$ cat src/rtl/msd_pkg.sv
package msd_pkg;
    localparam int LINES   = 4;
    localparam int IDX_CTS = 0;
    localparam int IDX_DSR = 1;
    localparam int IDX_RI  = 2;
    localparam int IDX_CD  = 3;

    // Which transitions of the active-high level set the change flag
    typedef enum logic {
        EDGE_BOTH,
        EDGE_TRAILING
    } edge_mode_e;

    typedef struct packed {
        logic loop;
    } top_state_t;

    typedef struct packed {
        logic level;
        logic flag;
    } cell_state_t;
endpackage

$ cat src/rtl/msd_sync.sv
module msd_sync #(
    parameter int              WIDTH     = 4,
    parameter int              STAGES    = 2,
    parameter logic [WIDTH-1:0] RESET_VAL = '1
) (
    input  logic             clk_i,
    input  logic             rst_ni,
    input  logic [WIDTH-1:0] din_i,
    output logic [WIDTH-1:0] dout_o
);
    logic [STAGES-1:0][WIDTH-1:0] stg_d, stg_q;

    always_comb begin
        stg_d[0] = din_i;
        for (int i = 1; i < STAGES; i++) begin
            stg_d[i] = stg_q[i-1];
        end
    end

    always_ff @(posedge clk_i or negedge rst_ni) begin
        if (!rst_ni) begin
            stg_q <= {STAGES{RESET_VAL}};
        end else begin
            stg_q <= stg_d;
        end
    end

    assign dout_o = stg_q[STAGES-1];
endmodule

$ cat src/rtl/msd_change_cell.sv
module msd_change_cell
    import msd_pkg::*;
#(
    parameter edge_mode_e MODE = EDGE_BOTH
) (
    input  logic clk_i,
    input  logic rst_ni,
    input  logic level_i,
    input  logic hold_i,
    input  logic rd_i,
    output logic level_o,
    output logic flag_o
);
    cell_state_t st_d, st_q;
    logic        evt;

    always_comb begin
        if (MODE == EDGE_BOTH) begin
            evt = !hold_i && (level_i != st_q.level);
        end else begin
            evt = !hold_i && st_q.level && !level_i;
        end
        st_d.level = level_i;
        st_d.flag  = (st_q.flag && !rd_i) || evt;
    end

    always_ff @(posedge clk_i or negedge rst_ni) begin
        if (!rst_ni) begin
            st_q <= '0;
        end else begin
            st_q <= st_d;
        end
    end

    assign level_o = st_q.level;
    assign flag_o  = st_q.flag;


    flag_hold_chk: assert property (@(posedge clk_i) disable iff (!rst_ni)
        (st_q.flag && !rd_i) |=> st_q.flag);

    read_clear_chk: assert property (@(posedge clk_i) disable iff (!rst_ni)
        (rd_i && !evt) |=> !st_q.flag);

    read_race_chk: assert property (@(posedge clk_i) disable iff (!rst_ni)
        (rd_i && evt) |=> st_q.flag);
endmodule

$ cat src/rtl/modem_status_tracker.sv
module modem_status_tracker
    import msd_pkg::*;
#(
    parameter int SYNC_STAGES = 2
) (
    input  logic             clk_i,
    input  logic             rst_ni,
    input  logic             loopback_i,
    input  logic [LINES-1:0] line_n_i,
    input  logic [LINES-1:0] mctl_i,
    input  logic             status_rd_i,
    output logic [7:0]       status_o,
    output logic             irq_o
);
    top_state_t       st_d, st_q;
    logic [LINES-1:0] sync_n;
    logic [LINES-1:0] level_sel;
    logic [LINES-1:0] level_q;
    logic [LINES-1:0] flag_q;
    logic             mode_switch;

    msd_sync #(
        .WIDTH    (LINES),
        .STAGES   (SYNC_STAGES),
        .RESET_VAL({LINES{1'b1}})
    ) sync_i (
        .clk_i (clk_i),
        .rst_ni(rst_ni),
        .din_i (line_n_i),
        .dout_o(sync_n)
    );

    always_comb begin
        st_d.loop   = loopback_i;
        mode_switch = (loopback_i != st_q.loop);
        level_sel   = loopback_i ? mctl_i : ~sync_n;
    end

    always_ff @(posedge clk_i or negedge rst_ni) begin
        if (!rst_ni) begin
            st_q <= '0;
        end else begin
            st_q <= st_d;
        end
    end

    for (genvar g = 0; g < LINES; g++) begin : g_line
        localparam edge_mode_e MODE_G = (g == IDX_RI) ? EDGE_TRAILING : EDGE_BOTH;
        msd_change_cell #(.MODE(MODE_G)) cell_i (
            .clk_i  (clk_i),
            .rst_ni (rst_ni),
            .level_i(level_sel[g]),
            .hold_i (mode_switch),
            .rd_i   (status_rd_i),
            .level_o(level_q[g]),
            .flag_o (flag_q[g])
        );
    end

    assign status_o = {level_q, flag_q};
    assign irq_o    = |flag_q;


    normal_level_chk: assert property (@(posedge clk_i) disable iff (!rst_ni)
        !loopback_i |=> (status_o[7:4] == ~$past(sync_n)));

    loop_level_chk: assert property (@(posedge clk_i) disable iff (!rst_ni)
        loopback_i |=> (status_o[7:4] == $past(mctl_i)));

    ri_lead_quiet_chk: assert property (@(posedge clk_i) disable iff (!rst_ni)
        ($rose(status_o[6]) && !$past(status_o[2])) |-> !status_o[2]);

    ri_trail_set_chk: assert property (@(posedge clk_i) disable iff (!rst_ni)
        ($fell(status_o[6]) && $stable(st_q.loop)) |-> status_o[2]);

    switch_quiet_chk: assert property (@(posedge clk_i) disable iff (!rst_ni)
        (mode_switch && !status_rd_i) |=> (status_o[3:0] == $past(status_o[3:0])));
endmodule

$ cat config.mk
export PLATFORM = sky130hd
export DESIGN_NAME = modem_status_tracker
export DESIGN_NICKNAME = d
export VERILOG_FILES = /design/src/rtl/msd_pkg.sv /design/src/rtl/msd_sync.sv /design/src/rtl/msd_change_cell.sv /design/src/rtl/modem_status_tracker.sv
export SDC_FILE = /design/constraint.sdc
export NUM_CORES = 1
export LEC_CHECK = 0
export ABC_CLOCK_PERIOD_IN_PS = 1200
export BUFFER_PORTS_ARGS = -buffer_cell sky130_fd_sc_hd__buf_2
export CORE_MARGIN = 2
export CORE_UTILIZATION = 48
export CTS_CLUSTER_SIZE = 30
export DETAILED_ROUTE_END_ITERATION = 8
export PLACE_DENSITY = 0.74
export SLEW_MARGIN = 30
export SYNTH_ARGS = -nofsm -noshare
export SYNTH_HDL_FRONTEND = slang
export SYNTH_SLANG_ARGS = --single-unit
$ cat constraint.sdc
create_clock -name clk_i -period 1.2 [get_ports clk_i]
set_input_delay 0.06 -clock clk_i [delete_from_list [all_inputs] [get_ports clk_i]]
set_output_delay 0.06 -clock clk_i [all_outputs]
set_load 0.05 [all_outputs]
==> metrics.txt, run 1 <==
outcome finished, violations left; violated checks setup timing; GPL Wtd Cong 0.661; Setup WS pre-CTS 0.0199 ns; RSZ-0062 raised after global routing true; largest family of logic cells by synthesized area simple AND/OR/NAND/NOR gates; post-route antenna net violation count 0; hold_ws 0.0175 ns; Max Cap Viol 0; register area share after synthesis 0.609; reg2reg path depth 4; Worst Skew 0.00354 ns; pin slew with the least headroom to its limit 0.359 ns; fmax 691 MHz; setup slack, reg-to-reg 0.10 ns; post-synthesis xor/xnor area fraction 0; htree depth 1; Leak Pwr 0.416 nW; Slew HR 0.761; Rows 13; clock-pin slew on the worst setup and hold paths 0.09 ns; area leader, netlist dfrtp_1; Pre-antenna DRT Iters 4; Power per Cell Area 1430 nW/um2; total number of vias 454; CP Data Required Time 1.14 ns; clk_lat worst skew 0.29 ns; share of the synthesized area in the top cell type 0.315; largest net degree at the start of global routing 18; Final Routed Wirelength 1100 um; final hold violation count 0; min Tclk post-route 1.45 ns; combinational share of power 0.252; Crit Path Max Fanout 2; DR vias/cell 4.68; yosys warns 0; final worst setup slack -0.247 ns; Max VDD drop 641 uV; Netlist cell types 19; die height 42.6 um; Worst EP arrival 1.39 ns; initial antenna violation count 0; Clock Path Buffers 2; Layout Area Growth over Synthesis 24.2%; adder-cell share of the synthesized area 0; crit path kind reg -> out; synthesized instance count 58; TritonCTS Buffers 3; Post-Syn Area 714 um2; Die X 42.6 um; first-pass GRT wire length 1870 um; Nets 95; Mean Syn Cell Area 12.3 um2; Crit. End Element primary output; Residual DRC 0; Hold Path Origin status_rd_i; total clock sinks 17; root buf cell clkbuf_4; Filler cells 117; IO buf count 20; Worst R2R Start g_line[3].cell_i.flag_o; Final setup viols 1; Internal Pwr Total 0.000876 W; core area 1350 um2; Synth Area in Simple Gates 0.163; GRT Util Overall 0.146; drt wl/cell 11.3 um; top cells by area, synth dfrtp_1 (32%), dfstp_2 (29%), buf_4 (8.4%); period utilisation layout 1.21; Synth Net Count 70; final max-slew violation count 0; Ant. Diodes 0; CP Launch Type flip-flop; hold path depth 2; GRT overflow 0; die area 1810 um2; Synth Area in Compound Gates 0.0981; vias in the first global route 430; Synth Register Bits 17; share of layout cells above drive strength 1 0.439; beginning of the critical path g_line[3].cell_i.flag_o; clock power share 0.235; Hold Crit Endpoint g_line[0].cell_i.flag_o; Initial Util 0.529; TritonCTS clock tree yes; Hold WC Path Type in -> reg; Seq pwr share 0.513; multiplexer share of the synthesized area 0.0140; DR iter-0 viols 5; io pins 21; TNS Setup -0.247 ns; RR Endpoint g_line[3].cell_i.flag_o; sw frac 0.310; Psw 0.000393 W
through the flow:
step / utilization / instances / power [W] / instance area (um2)
5_1_grt: 0.657 / 97 / 0.00134 / 887
3_3_place_gp: 0.564 / 84 / 0.000928 / 762
6_report: 0.657 / 97 / 0.00127 / 887
2_1_floorplan: - / 58 / 0.000904 / 714
3_5_place_dp: 0.564 / 84 / 0.000937 / 762
4_1_cts: 0.649 / 96 / 0.00128 / 876
power groups by stage:
stage / registers [W] / logic (W) / clock network [W]
after floorplan: 0.000656 / 0.000248 / 0
after global placement: 0.000657 / 0.000270 / 0
after detailed placement: 0.000663 / 0.000274 / 0
after CTS: 0.000653 / 0.000310 / 0.000312
after global routing: 0.000657 / 0.000341 / 0.000342
final: 0.000651 / 0.000320 / 0.000298
cells in the final DEF (no fill, tap or decap), drive strengths merged:
master,count
buf,22
nand2b,6
nand3,1
dfrtp,9
o32ai,1
nor2b,4
or2,1
dfstp,8
clkbuf,4
inv,3
a21boi,1
nand2,3
or4,1
dlygate4sd3,7
o22ai,1
a211oi,4
mux2i,1
and2,2
a21oi,2
and3b,1
registers in the layout, summed over array words and instances (netlist names):
| register | flops |
|---|---|
| g_line.cell_i.level_o | 4 |
| st_q | 1 |
| g_line.cell_i.flag_o | 4 |
| sync_i.dout_o | 4 |
| sync_i.stg_d | 4 |
kinds of logic after synthesis:
kind of cell,after synthesis
AND/OR/NAND/NOR,19
flip-flops,17
buffers and inverters,12
AO/OA/AOI/OAI,9
multiplexers,1
worst max path at each step:
stage,depth (start not counted),slack [ns],to
detailed placement,2,0.02,irq_o
floorplan,1,0.004,irq_o
CTS,2,-0.25,irq_o
finish,2,-0.25,irq_o
global placement,2,0.06,irq_o
global route,2,-0.28,irq_o
layout make-up:
type	count	area [um2]	share of cell area
flip-flops and latches	17	435	0.491
repair buffers	29	195	0.220
clock buffers	4	26.3	0.0296
inverters	3	11.3	0.0127
well taps	15	18.8	0.0212
multi-input cells	29	200	0.226
synth_stat cells:
cell type,count
dfrtp_1,9
buf_4,8
dfstp_2,8
nand2b_1,6
a211oi_1,4
nor2b_1,4
inv_1,3
nand2_1,3
a21oi_1,2
and2_1,2
a21boi_1,1
and3b_1,1
buf_6,1
mux2i_1,1
nand3_1,1
o22ai_1,1
o32ai_2,1
or2_4,1
or4_1,1
metal layers:
layer	vias to the layer above	part of all wire	GRT usage
li1	230	-	-
met1	204	0.44	0.181
met2	16	0.48	0.215
met3	4	0.054	0.0517
met4	0	0.031	0.0938
met5	-	0	0
critical path: stages, from the launching register on:
cell and delay, ns:
dfrtp_1 0.39, or4_4 0.54, buf_8 0.17
what timing repair did:
item                                    4_1_cts  5_1_grt
endpoints found under the setup margin        1        1
hold endpoints to repair                     23        0
pin swaps                                     0        1
gates cloned                                  0        0
hold buffers                                  7        0
buffers inserted                              1        1
gates resized for setup                       3        1
(Power assumes the default switching activity.)
==> inputs of run 2 (changes only) <==
--- a/config.mk
+++ b/config.mk
@@ -11,6 +11,7 @@
 export CORE_UTILIZATION = 48
 export CTS_CLUSTER_SIZE = 30
 export DETAILED_ROUTE_END_ITERATION = 8
+export HOLD_SLACK_MARGIN = 0.05
 export PLACE_DENSITY = 0.74
 export SLEW_MARGIN = 30
 export SYNTH_ARGS = -nofsm -noshare
==> run 2 against run 1 <==
Against the previous run: the flow still finishes with violations (setup timing); wire length is 0.55% higher; worst setup slack hardly changed; core utilization is 1.5 points higher; sequential share of layout area fell by 1.1 points; clock-buffer cell count unchanged; register-to-register slack barely moved; combinational power grew 2%; maximum frequency about the same; total power up 0.46%; critical path type unchanged.
==> metrics.txt, run 2 (same netlist as run 1, synthesis figures left out) <==
Residual DRC 0 (unchanged); total clock sinks 17 (unchanged); fmax 691 MHz (about the same); crit path kind reg -> out; Filler cells 115 (-1.7%); period utilisation layout 1.21 (about the same); Seq pwr share 0.511 (-0.002); met1 Use GR 0.184 (+0.00279); total number of vias 462 (+1.8%); core area 1350 um2 (unchanged); commonest non-fill, non-tap cells in the layout buf_2 (19), dfrtp_1 (9), dlygate4sd3_1 (9); Pre-antenna DRT Iters 4 (unchanged); GRT overflow 0 (unchanged); Slew HR 0.761 (about the same); Worst Skew 0.00294 ns (-0.000600 ns); Die X 42.6 um (unchanged); vias in the first global route 434 (+0.93%); Setup WS pre-CTS 0.0199 ns (unchanged); TritonCTS Buffers 3 (unchanged); Internal Pwr Total 0.000880 W (+0.48%); sw frac 0.310 (about the same); Layout Area Growth over Synthesis 27.0%; Ant. Diodes 0 (unchanged); min Tclk post-route 1.45 ns (+0.0000780 ns); final worst setup slack -0.247 ns (-0.0000780 ns); first-pass GRT wire length 1880 um (+0.75%); Psw 0.000395 W (+0.42%); Final setup viols 1 (unchanged); Leak Pwr 0.424 nW (+2.0%); Final Routed Wirelength 1110 um (+0.55%); CP Launch Type flip-flop; fin util 0.672 (+0.0148); Clock Path Buffers 2 (unchanged); clock power share 0.235 (about the same); largest net degree at the start of global routing 18 (unchanged); Power per Cell Area 1410 nW/um2 (-1.8%); final max-slew violation count 0 (unchanged); Worst EP arrival 1.39 ns (about the same); TritonCTS clock tree yes; Placed Instances 84 (unchanged); met3 usage 0.0517 (unchanged); initial antenna violation count 0 (unchanged); violated checks setup timing; post-route antenna net violation count 0 (unchanged); Max VDD drop 646 uV (+0.82%); GR peak layer met2; commonest non-fill, non-tap cell in the layout buf_2; root buf cell clkbuf_4; RSZ-0062 raised after global routing true; GR Util met2 0.215 (unchanged); share of layout cells above drive strength 1 0.429 (-0.0105); Nets 97 (+2.1%); final hold violation count 0 (unchanged); Hold WC Path Type in -> reg; drt wl/cell 11.2 um (-1.5%); io pins 21 (unchanged); total power 0.00127 W (+0.46%); htree depth 1 (unchanged); combinational share of power 0.255 (+0.003); die height 42.6 um (unchanged); Crit Path Max Fanout 2 (unchanged); Initial Util 0.529 (unchanged); Rows 13 (unchanged); GPL Wtd Cong 0.661 (unchanged); IO buf count 20 (unchanged); clock-pin slew on the worst setup and hold paths 0.09 ns (about the same); die area 1810 um2 (unchanged); final std cells w/o fill 99 (+2.1%); CP Data Required Time 1.14 ns (about the same); outcome finished, violations left; GRT Util Overall 0.147 (+0.000904); Max Cap Viol 0 (unchanged); pin slew with the least headroom to its limit 0.359 ns (-0.00000167 ns); clk_lat worst skew 0.29 ns (about the same); DR vias/cell 4.67 (-0.29%); DR iter-0 viols 5 (unchanged); Crit. End Element primary output
[run 2: cell types whose count changed in the layout (fill, tap and decap cells not counted)]
cell           previous run  this run
dlygate4sd3_1             7         9
[run 2: path summary, 6_finish.rpt]
check	startpoint	endpoint	slack, ns	cells past startpoint
max in group asynchronous	rst_ni	sync_i.dout_o[1]	0.69	2
worst max register to register	g_line[3].cell_i.flag_o	g_line[3].cell_i.flag_o	0.10	4
worst min-delay path	mctl_i[1]	g_line[1].cell_i.level_o	0.12	3
min in group asynchronous	rst_ni	g_line[3].cell_i.level_o	0.21	2
worst max-delay path	g_line[3].cell_i.flag_o	irq_o	-0.25	2
worst min register to register	sync_i.stg_d[6]	sync_i.dout_o[2]	0.36	0
[run 2: stage by stage]
| step | setup TNS [ns] | hold slack (ns) | cell area, um2 |
|---|---|---|---|
| CTS | -0.253 | 0.113 | 896 |
| global route | -0.282 | 0.130 | 907 |
| floorplan | 0 | -0.236 | 714 |
| finish | -0.247 | 0.116 | 907 |
| detailed placement | 0 | -0.00289 | 762 |
| global placement | 0 | -0.00813 | 762 |
[run 2: critical path: stages (launching register included)]
cell and delay, ns:
dfrtp_1 0.39, or4_4 0.54, buf_8 0.17
[run 2: power by group through the flow]
stage	Combinational, W	Sequential (W)	Clock, W
5_1_grt	0.000346	0.000657	0.000342
6_report	0.000325	0.000651	0.000299
3_5_place_dp	0.000274	0.000663	0
4_1_cts	0.000315	0.000653	0.000312
3_3_place_gp	0.000270	0.000657	0
2_1_floorplan	0.000248	0.000656	0
[run 2: layout make-up]
class | instances | area, um2 | area share
Sequential cell | 17 | 435 | 0.480
Timing Repair Buffer | 31 | 215 | 0.237
Multi-Input combinational cell | 29 | 200 | 0.221
Clock buffer | 4 | 26.3 | 0.0290
Tap cell | 15 | 18.8 | 0.0207
Inverter | 3 | 11.3 | 0.0124
[run 2: layer usage]
layer	vias up	part of all wire
met5	-	0
met4	0	0.031
met3	4	0.054
met2	16	0.47
met1	208	0.44
li1	234	-
[run 2: timing repair]
action                                 in CTS  in global routing
setup endpoints to repair                   1                  1
buffers inserted                            1                  1
endpoints found under the hold margin      26                  0
hold buffers                                9                  0
resized for setup                           3                  1
pin swaps                                   0                  1
